--- src/rtl/tcal_pkg.sv ---
`timescale 1ns/1ps
package tcal_pkg;

  typedef enum logic [2:0] {
    ST_IDLE,
    ST_HIST,
    ST_LOAD,
    ST_WAIT,
    ST_DONE
  } tcal_state_e;

  // Uncalibrated fallback: code spread evenly over the period.
  function automatic int unsigned lin_time(input int unsigned code,
                                           input int unsigned period,
                                           input int unsigned shift);
    return (code * period) >> shift;
  endfunction

  // Midpoint of a bin that starts at acc and is w wide.
  function automatic int unsigned mid_time(input int unsigned acc,
                                           input int unsigned w);
    return acc + (w >> 1);
  endfunction

endpackage

--- src/rtl/tcal_divider.sv ---
`timescale 1ns/1ps
module tcal_divider #(
  parameter int NUM_W = 25,
  parameter int DEN_W = 12
) (
  input  logic             clk,
  input  logic             rst_n,
  input  logic             clear,
  input  logic             start,
  input  logic [NUM_W-1:0] num,
  input  logic [DEN_W-1:0] den,
  output logic             busy,
  output logic             done,
  output logic [NUM_W-1:0] quo
);
  localparam int SW = $clog2(NUM_W + 1);

  logic [DEN_W-1:0] rem;
  logic [DEN_W-1:0] dvs;
  logic [NUM_W-1:0] q;
  logic [SW-1:0]    step;
  logic [DEN_W:0]   rem_sh;
  logic             ge;
  logic [DEN_W-1:0] rem_nx;

  always_comb begin
    rem_sh = {rem, q[NUM_W-1]};
    ge     = rem_sh >= {1'b0, dvs};
    rem_nx = ge ? DEN_W'(rem_sh - {1'b0, dvs}) : DEN_W'(rem_sh);
  end

  always_ff @(posedge clk) begin
    if (!rst_n || clear) begin
      rem  <= '0;
      dvs  <= '0;
      q    <= '0;
      step <= '0;
      busy <= 1'b0;
      done <= 1'b0;
    end else if (start) begin
      rem  <= '0;
      dvs  <= den;
      q    <= num;
      step <= SW'(NUM_W);
      busy <= 1'b1;
      done <= 1'b0;
    end else if (busy) begin
      rem  <= rem_nx;
      q    <= {q[NUM_W-2:0], ge};
      step <= step - SW'(1);
      if (step == SW'(1)) begin
        busy <= 1'b0;
        done <= 1'b1;
      end
    end else begin
      done <= 1'b0;
    end
  end

  assign quo = q;

  a_r5_rem_below_divisor: assert property (@(posedge clk) disable iff (!rst_n)
    busy |-> rem < dvs);

endmodule

--- src/rtl/tcal_histogram.sv ---
`timescale 1ns/1ps
module tcal_histogram #(
  parameter int FINE_W = 5,
  parameter int CNT_W  = 12
) (
  input  logic              clk,
  input  logic              rst_n,
  input  logic              clear,
  input  logic              hit_en,
  input  logic [FINE_W-1:0] hit_code,
  input  logic [FINE_W-1:0] rd_idx,
  output logic [CNT_W-1:0]  rd_count,
  output logic [CNT_W-1:0]  total
);
  localparam int BINS = 1 << FINE_W;

  logic [CNT_W-1:0] cnt_arr [BINS];

  for (genvar g = 0; g < BINS; g++) begin : g_bin
    logic [CNT_W-1:0] c;
    always_ff @(posedge clk) begin
      if (!rst_n || clear)
        c <= '0;
      else if (hit_en && hit_code == FINE_W'(g) && c != '1)
        c <= c + CNT_W'(1);
    end
    assign cnt_arr[g] = c;

    a_r4_bin_saturates: assert property (@(posedge clk) disable iff (!rst_n)
      (!clear && hit_en && hit_code == FINE_W'(g) && c == '1) |=> c == '1);
  end

  always_ff @(posedge clk) begin
    if (!rst_n || clear)
      total <= '0;
    else if (hit_en && total != '1)
      total <= total + CNT_W'(1);
  end

  assign rd_count = cnt_arr[rd_idx];

endmodule

--- src/rtl/tcal_table.sv ---
`timescale 1ns/1ps
module tcal_table
  import tcal_pkg::*;
#(
  parameter int FINE_W    = 5,
  parameter int TIME_W    = 13,
  parameter int PERIOD_PS = 5000
) (
  input  logic              clk,
  input  logic              rst_n,
  input  logic              clear,
  input  logic              wr_en,
  input  logic [FINE_W-1:0] wr_idx,
  input  logic [TIME_W-1:0] wr_width,
  input  logic              look_en,
  input  logic [FINE_W-1:0] look_code,
  input  logic              use_cal,
  input  logic              look_susp,
  output logic              q_valid,
  output logic [TIME_W-1:0] q_time,
  output logic              q_susp
);
  localparam int BINS = 1 << FINE_W;

  logic [TIME_W-1:0] acc;
  logic [TIME_W-1:0] mid;
  logic [TIME_W-1:0] tarr [BINS];

  assign mid = TIME_W'(mid_time(32'(acc), 32'(wr_width)));

  always_ff @(posedge clk) begin
    if (!rst_n || clear)
      acc <= '0;
    else if (wr_en)
      acc <= acc + wr_width;
  end

  for (genvar g = 0; g < BINS; g++) begin : g_slot
    logic [TIME_W-1:0] t;
    always_ff @(posedge clk) begin
      if (!rst_n)
        t <= '0;
      else if (wr_en && wr_idx == FINE_W'(g))
        t <= mid;
    end
    assign tarr[g] = t;
  end

  always_ff @(posedge clk) begin
    if (!rst_n) begin
      q_valid <= 1'b0;
      q_time  <= '0;
      q_susp  <= 1'b0;
    end else begin
      q_valid <= look_en;
      q_susp  <= look_en && look_susp;
      if (look_en)
        q_time <= use_cal ? tarr[look_code]
                          : TIME_W'(lin_time(32'(look_code), PERIOD_PS, FINE_W));
    end
  end

  a_r6_times_ordered: assert property (@(posedge clk) disable iff (!rst_n)
    (wr_en && !clear && wr_idx != '0) |=>
      tarr[$past(wr_idx)] >= tarr[$past(wr_idx) - FINE_W'(1)]);

endmodule

--- src/rtl/tdc_bin_calibrator.sv ---
`timescale 1ns/1ps
module tdc_bin_calibrator
  import tcal_pkg::*;
#(
  parameter int FINE_W    = 5,
  parameter int CNT_W     = 12,
  parameter int PERIOD_PS = 5000,
  parameter int TIME_W    = $clog2(PERIOD_PS + 1)
) (
  input  logic              clk,
  input  logic              rst_n,
  input  logic              cal_mode,
  input  logic [CNT_W-1:0]  total_hits,
  input  logic              raw_valid,
  input  logic [FINE_W-1:0] raw_code,
  output logic              cal_valid,
  output logic [TIME_W-1:0] cal_time,
  output logic              cal_suspect,
  output logic              table_done
);
  localparam int BINS  = 1 << FINE_W;
  localparam int NUM_W = CNT_W + TIME_W;

  tcal_state_e       state;
  logic [FINE_W-1:0] idx;
  logic [CNT_W-1:0]  n_tgt;
  logic              mode_q;
  logic              pend;

  // Named internal events
  logic              mode_rise;
  logic              mode_fall;
  logic              hit_en;
  logic              look_en;
  logic              div_start;
  logic              div_busy;
  logic              div_done;
  logic              wr_en;
  logic [CNT_W-1:0]  bin_count;
  logic [CNT_W-1:0]  hit_total;
  logic [NUM_W-1:0]  div_quo;
  logic [NUM_W-1:0]  div_num;

  assign mode_rise = cal_mode && !mode_q;
  assign mode_fall = !cal_mode && mode_q;
  assign hit_en    = (state == ST_HIST) && cal_mode && raw_valid && (hit_total != n_tgt);
  assign look_en   = raw_valid && !cal_mode;
  assign div_start = (state == ST_LOAD);
  assign wr_en     = (state == ST_WAIT) && div_done;
  assign div_num   = NUM_W'(bin_count) * NUM_W'(PERIOD_PS);

  tcal_histogram #(.FINE_W(FINE_W), .CNT_W(CNT_W)) u_hist (
    .clk      (clk),
    .rst_n    (rst_n),
    .clear    (mode_rise),
    .hit_en   (hit_en),
    .hit_code (raw_code),
    .rd_idx   (idx),
    .rd_count (bin_count),
    .total    (hit_total)
  );

  tcal_divider #(.NUM_W(NUM_W), .DEN_W(CNT_W)) u_div (
    .clk   (clk),
    .rst_n (rst_n),
    .clear (mode_rise),
    .start (div_start),
    .num   (div_num),
    .den   (n_tgt),
    .busy  (div_busy),
    .done  (div_done),
    .quo   (div_quo)
  );

  tcal_table #(.FINE_W(FINE_W), .TIME_W(TIME_W), .PERIOD_PS(PERIOD_PS)) u_tab (
    .clk       (clk),
    .rst_n     (rst_n),
    .clear     (mode_rise),
    .wr_en     (wr_en),
    .wr_idx    (idx),
    .wr_width  (TIME_W'(div_quo)),
    .look_en   (look_en),
    .look_code (raw_code),
    .use_cal   (table_done),
    .look_susp (pend || mode_fall),
    .q_valid   (cal_valid),
    .q_time    (cal_time),
    .q_susp    (cal_suspect)
  );

  always_ff @(posedge clk) begin
    if (!rst_n) begin
      state      <= ST_IDLE;
      idx        <= '0;
      n_tgt      <= CNT_W'(1);
      mode_q     <= 1'b0;
      pend       <= 1'b0;
      table_done <= 1'b0;
    end else begin
      mode_q <= cal_mode;
      if (mode_rise) begin
        state      <= ST_HIST;
        idx        <= '0;
        n_tgt      <= (total_hits == '0) ? CNT_W'(1) : total_hits;
        table_done <= 1'b0;
        pend       <= 1'b0;
      end else begin
        pend <= (pend || mode_fall) && !look_en;
        case (state)
          ST_HIST: if (hit_total == n_tgt) state <= ST_LOAD;
          ST_LOAD: state <= ST_WAIT;
          ST_WAIT: if (div_done) begin
            if (idx == FINE_W'(BINS - 1)) begin
              state      <= ST_DONE;
              table_done <= 1'b1;
            end else begin
              idx   <= idx + FINE_W'(1);
              state <= ST_LOAD;
            end
          end
          default: state <= state;
        endcase
      end
    end
  end

  a_r3_silent_in_hist: assert property (@(posedge clk) disable iff (!rst_n)
    cal_valid |-> !$past(cal_mode));

  a_r7_done_cleared: assert property (@(posedge clk) disable iff (!rst_n)
    mode_rise |=> !table_done);

  a_r9_susp_with_valid: assert property (@(posedge clk) disable iff (!rst_n)
    cal_suspect |-> cal_valid);

  a_r4_total_bounded: assert property (@(posedge clk) disable iff (!rst_n)
    (state == ST_HIST) |-> hit_total <= n_tgt);

  a_r10_target_nonzero: assert property (@(posedge clk) disable iff (!rst_n)
    (state != ST_IDLE) |-> n_tgt != '0);

  a_r5_width_in_period: assert property (@(posedge clk) disable iff (!rst_n)
    wr_en |-> div_quo <= NUM_W'(PERIOD_PS));

  a_r5_no_restart: assert property (@(posedge clk) disable iff (!rst_n)
    div_start |-> !div_busy);

endmodule

--- config.mk ---
export PLATFORM = sky130hd
export DESIGN_NAME = tdc_bin_calibrator
export DESIGN_NICKNAME = d
export VERILOG_FILES = /design/src/rtl/tcal_pkg.sv /design/src/rtl/tcal_divider.sv /design/src/rtl/tcal_histogram.sv /design/src/rtl/tcal_table.sv /design/src/rtl/tdc_bin_calibrator.sv
export SDC_FILE = /design/constraint.sdc
export NUM_CORES = 2
export LEC_CHECK = 0
export ABC_AREA = 1
export BUFFER_PORTS_ARGS = -buffer_cell sky130_fd_sc_hd__buf_2
export CORE_AREA = 2 2 373 375
export CTS_CLUSTER_SIZE = 20
export DETAILED_ROUTE_END_ITERATION = 10
export DIE_AREA = 0 0 375 377
export GPL_TIMING_DRIVEN = 0
export PLACE_DENSITY_LB_ADDON = 0.25
export SETUP_SLACK_MARGIN = 0.2
export SYNTH_ARGS = -nofsm -noshare
export SYNTH_HDL_FRONTEND = slang
export SYNTH_SLANG_ARGS = --single-unit
--- constraint.sdc ---
create_clock -name clk -period 7.2 [get_ports clk]
set_input_delay 1.44 -clock clk [delete_from_list [all_inputs] [get_ports clk]]
set_output_delay 1.44 -clock clk [all_outputs]
set_load 0.05 [all_outputs]
# [Word-level counts from Yosys, hierarchy flattened]
# Cells that the tools add are included.
[totals] romBits=0 mem_bits_rw=0 output_inout_bits=16 ff_bits=919 memories=0 latch_bits=0
[classes] n_addsub=38 magnitude_cmp=3 n_bitwise=5 muxes=21 n_mul=2 eq_ne=105 n_reduce_logical=125 shift=0 div=0
[ops] operator="$add 12x1->12 const B" count=33
[ops] operator="$ne 12x12->1 const B" count=33
[ops] operator="$eq 5x5->1 const B" count=32
[ops] operator="$logic_and 1x1->1" count=106
[ops] operator="$eq 5x4->1 const B" count=16
[ops] operator="$bmux 13 s5" count=1
[ops] operator="$bmux 12 s5" count=1
[ops] operator="$mux 25" count=2
[ops] operator="$mux 12" count=4
[ops] operator="$eq 5x3->1 const B" count=8
[ops] operator="$mux 13" count=3
[ops] operator="$mul 12x10->22 const B" count=1
[ops] operator="$eq 5x2->1 const B" count=4
[ops] operator="$eq 5x1->1 const B" count=3
[ops] operator="$mul 5x10->15 const B" count=1
[ops] operator="$add 13x12->13" count=1
[ops] operator="$add 13x13->13" count=1
[ops] operator="$ge 13x12->1" count=1
[ops] operator="$eq 12x12->1" count=1
[ops] operator="$ge 6x6->1 const B" count=2
[ops] operator="$logic_not 12->1" count=1
[ops] operator="$ne 12x12->1" count=1
[ops] operator="$not 5->6" count=2
[ops] operator="$reduce_and 3->1" count=4
[ops] operator="other kinds (20)" count=37

# [Logic depth before layout (Yosys ltp)]
[depth] depth_word=6 ltp_mapped=34 depth_no_buf=32

# [Modules after synthesis]
# A second synthesis with hierarchy kept.
[unflattened] cells_unflattened=8347 hier_area_um2=54091.9
[by_module_without_submodules] mod="tcal_histogram" area_per_inst_um2=24837.6 n_inst=1 cells_per_inst=4118 seq_area_each_um2=7927.6
[by_module_without_submodules] mod="tcal_table" area_per_inst_um2=22868.2 n_inst=1 cells_per_inst=3322 seq_area_each_um2=8888.5
[by_module_without_submodules] mod="tcal_divider" area_per_inst_um2=3294.4 n_inst=1 cells_per_inst=492 seq_area_each_um2=1121.1
[by_module_without_submodules] mod="tdc_bin_calibrator" area_per_inst_um2=3091.7 n_inst=1 cells_per_inst=415 seq_area_each_um2=460.4

# [Worst setup path before layout]
# Ideal clock, no wire load.
[synth_path] kind="reg-to-reg" from="register idx[0]" to="register u_div.q[21] (netlist: u_div.quo[21])" path_stages_with_launch=27 slack_ns=2.218 arrival_time_ns=4.912 path_cell_list="dfxtp_1 -> clkinv_1 -> clkbuf_1 -> clkbuf_1 -> a21oi_1 -> o21ai_0 -> a21oi_1 -> a21o_1 -> nor3_1 -> nor2_1 -> fa_1 -> ha_1 -> fa_1 -> ha_1 -> inv_1 -> fa_1 -> inv_1 -> ha_1 -> inv_1 -> o21bai_1 -> a21oi_1 -> nor2_1 -> nor2_1 -> nand2_1 -> nand2_1 -> nand3_1 -> a21oi_1"
[synth_via] elab_chain_len=6
[synth_rtl] item="start, declared" line_no="tdc_bin_calibrator.sv:25" rtl="logic [FINE_W-1:0] idx;"
[synth_rtl] item="start signal, assigned" line_no="tdc_bin_calibrator.sv:117" rtl="idx <= idx + FINE_W'(1);"
[synth_rtl] item="$not 5->6 (not written as such)" line_no="tcal_histogram.sv:40" rtl="assign rd_count = cnt_arr[rd_idx];"
[synth_rtl] item="$bmux 12 s5" line_no="tcal_histogram.sv:40"
[synth_rtl] item="$mux 12 (not written as such) (2 in series)" line_no="tcal_histogram.sv:40"
[synth_rtl] item="$mul 12x10->22" line_no="tdc_bin_calibrator.sv:50" rtl="assign div_num = NUM_W'(bin_count) * NUM_W'(PERIOD_PS);"
[synth_rtl] item="$mux 25" line_no="tcal_divider.sv:40" rtl="end else if (start) begin"
[synth_rtl] item="end signal, assigned" line_no="tcal_divider.sv:43" rtl="q <= num;"
[synth_rtl] item="end signal, assigned" line_no="tcal_divider.sv:49" rtl="q <= {q[NUM_W-2:0], ge};"
[synth_rtl] item="end, declared" line_no="tcal_divider.sv:20" rtl="logic [NUM_W-1:0] q;"
# Every way passes these cells. The select of a mux whose other input is x is not followed.
# A chain may end at the register's enable or synchronous reset.

# [Final worst setup path]
[layout_path] from="register idx[0]" to="register u_div.q[24] (netlist: u_div.quo[24])"
# The elaborated chain is that of the path after synthesis.

==> run metrics <==
vias in the first global route=53230; DRC=0; Post-synth ARST share=0%; Design Power=12.07 mW; NumNets Final=8768; Post-Syn Area=approximately 0.055 mm2; global route overflow=0; Post-Route WL=around 250000 um; PwrDens=approximately 200 mW/mm2; Leakage=26.01 nW; Max Used Layer=met5; Fmax=0.1464 GHz; GP Congestion=1.062; die height=377 um; Detailed Routing Iterations Pass 1=6; setup bufs post-CTS=0; Worst Path Max Fanout=10; final count of pins violating max slew=21; initial antenna violation count=8; 1st-iter DRT viols=7041; Post-synth top flop=dfxtp_1; WL met2=between 100000 and 150000 um; global-route wire length before repair=between 300000 and 400000 um; status=finished, violations left; maximum VDD drop=180.6 uV; max_cap viols=4; floorplan row count=136; Crit Path Class=reg2reg; Routed Antenna Nets=0; placed cell count=~10000; post-synthesis cell type count=50; GRT Total Usage=34.65%; crit path time final=6.832 ns; cells after synthesis=8406; layout filler cell count=around 14000; IO Port Bufs=35; Final HPWL DP=187500 um; Worst-path clk slew=roughly 0.06 ns; skew final=0.07165 ns; number of vias per cell=5.624; DR vias=58720; met3 wire len=23600 um; most common cell after layout, fill and taps aside=nand2_1; flops & latches, synth=919; element type at the critical path start=register; Crit path required time=7.75 ns; Num CTS Buffers=111; placed inst area=0.05710 mm2; H-tree level count=3; CTS tree=yes; layout cells sized above 1=roughly 5.6%; crit share post-route=94.90%; clock tree buffer depth=3; crit path capture type=register; most frequent cells in the layout=1983 x nand2_1, 994 x nor2_1, 971 x inv_1; die width=375 um; total number of yosys warnings=0; Least-Margin Pin Slew=1.536 ns; final setup fails=0; wire length per cell=approximately 24 um; Setup WS pre-CTS=-0.2866 ns; largest net degree at the start of global routing=20; starting density of the core=39.92%; failing checks=max-capacitance violations, max-slew violations; max_slew headroom=-2.369%; Final Worst Setup Slack=around 0.37 ns; Arr. time, crit path=7.38 ns; unrepaired setup endpoints after global routing=yes; worst hold slack=0.4590 ns; Synth Area per Inst=6.505 um2; register area=0.01840 mm2; Sink Count=about 900; area of the multi-input gates=0.03061 mm2; post-route cell area=0.06104 mm2; Syn Nets=8621; Core Region=0.1370 mm2; final-report hold violation count=0; Post-Layout Cell Count=10440; I/O Pins=37; CTS root buf=clkbuf_16; Area growth, synth to finish=11.64%; M1 WL=101700 um; clock latency on the worst-skew pair=0.79 ns; Die Footprint=around 0.14 mm2; Seq/Total Area, Yosys=about a third; HP Class=reg2reg; EDFF count, synth=0
[routing by layer]
layer | vias to the layer above | global-route usage, %
li1 | 27470 | -
met1 | 27380 | 44.35
met2 | 3028 | 53.53
met3 | 838 | 6.336
met4 | 6 | 22.42
met5 | - | 0
[state kept, by name, indices dropped and copies added, names as in the netlist]
name	cells
u_tab.q_valid	1
n_tgt	12
u_div.done	1
idx	5
u_hist.total	12
pend	1
u_div.step	5
mode_q	1
table_done	1
u_hist.g_bin.c	384
u_div.quo	25
u_tab.acc	13
u_tab.g_slot.t	416
u_div.dvs	12
u_div.rem	12
u_div.busy	1
state	3
u_tab.q_susp	1
u_tab.q_time	13
[logic make-up (layout without fill, tap and decap cells)]
family	count (synthesis)	in the layout	synth area share [%]
simple gates	4052	4052	32.04
compound gates	1539	1539	14.89
buf+inv	1439	1675	10.39
flops	919	919	33.65
xor+xnor	263	263	4.213
fa+ha+maj	194	194	4.823
other cells	0	6	0
[cell type report]
cell class	instances	area share, %
well taps	1794	3.677
clock inverters	42	0.9470
clock buffers	160	5.411
diodes	6	0.02460
plain buffers	411	3.044
flip-flops and latches	919	30.14
inverters	1027	6.319
multi-input cells	6048	50.15
repair buffers	35	0.2870
[critical path, stage by stage, from the launching register on]
cell and delay, ns:
dfxtp_1 0.55, clkinv_1 0.25, clkbuf_2 0.39, clkbuf_2 0.44, o21ai_0 0.47, nand2_1 0.21, nand2_1 0.13, nand4_1 0.22
o21ai_1 0.41, inv_1 0.28, fa_1 0.53, ha_1 0.28, inv_1 0.05, fa_1 0.53, inv_1 0.05, ha_1 0.30
ha_1 0.31, ha_1 0.37, nand2_1 0.08, nand2_1 0.07, nand3_1 0.07, nand2_1 0.05, inv_1 0.09, nor2_1 0.05
nor2_1 0.15, nand3b_1 0.12, nand3_1 0.10, a21oi_1 0.08
[synth_stat cells, drive strengths merged, types with 2 or more instances]
cell,count,area (um2)
nand2,1988,7485
nor2,1040,4350
inv,1017,3820
dfxtp,919,18400
a21oi,702,3513
nand3,671,3371
o21ai,650,3253
clkbuf,267,1002
xor2,195,1708
ha,166,2077
nor3,152,772.0
buf,145,823.3
nand4,132,1095
o211ai,122,915.9
xnor2,68,595.6
nor4,36,225.2
fa,28,560.5
or2,14,87.58
a31oi,13,81.33
o22ai,12,75.07
a22oi,11,82.58
nand3b,11,82.58
clkinv,10,37.54
o21bai,10,75.07
o21a,8,60.06
and3,5,31.28
a21o,4,30.03
a211oi,2,15.01
a21boi,2,15.01
or3,2,12.51
[metrics by stage]
stage / setup TNS [ns] / util [%]
after floorplan: 0 / -
after global placement: -1.651 / 41.69
after detailed placement: -1.878 / 41.69
after CTS: 0 / 44.53
after global routing: 0 / 44.55
final: 0 / 44.56
[power breakdown]
| group | switching [mW] | internal (mW) |
|---|---|---|
| clock | 2.50 | 3.54 |
| combinational | 0.725 | 0.185 |
| sequential | 0.0118 | 5.10 |
[path summary, 6_finish.rpt]
path / startpoint / end / slack [ns] / depth (start not counted)
setup / recovery: idx[0] / u_div.quo[24] / 0.37 / 27
hold / removal: u_hist.g_bin[18].c[11] / u_hist.g_bin[18].c[11] / 0.46 / 2
setup reg to reg: idx[0] / u_div.quo[24] / 0.37 / 27
hold reg to reg: u_hist.g_bin[18].c[11] / u_hist.g_bin[18].c[11] / 0.46 / 2
[repair_timing]
| item | in CTS | in global routing |
|---|---|---|
| hold buffers | 0 | 0 |
| gates resized for setup | 11 | 46 |
| gates cloned | 0 | 0 |
| setup endpoints to repair | 10 | 11 |
No activity file was read; power rests on OpenSTA's default activity.
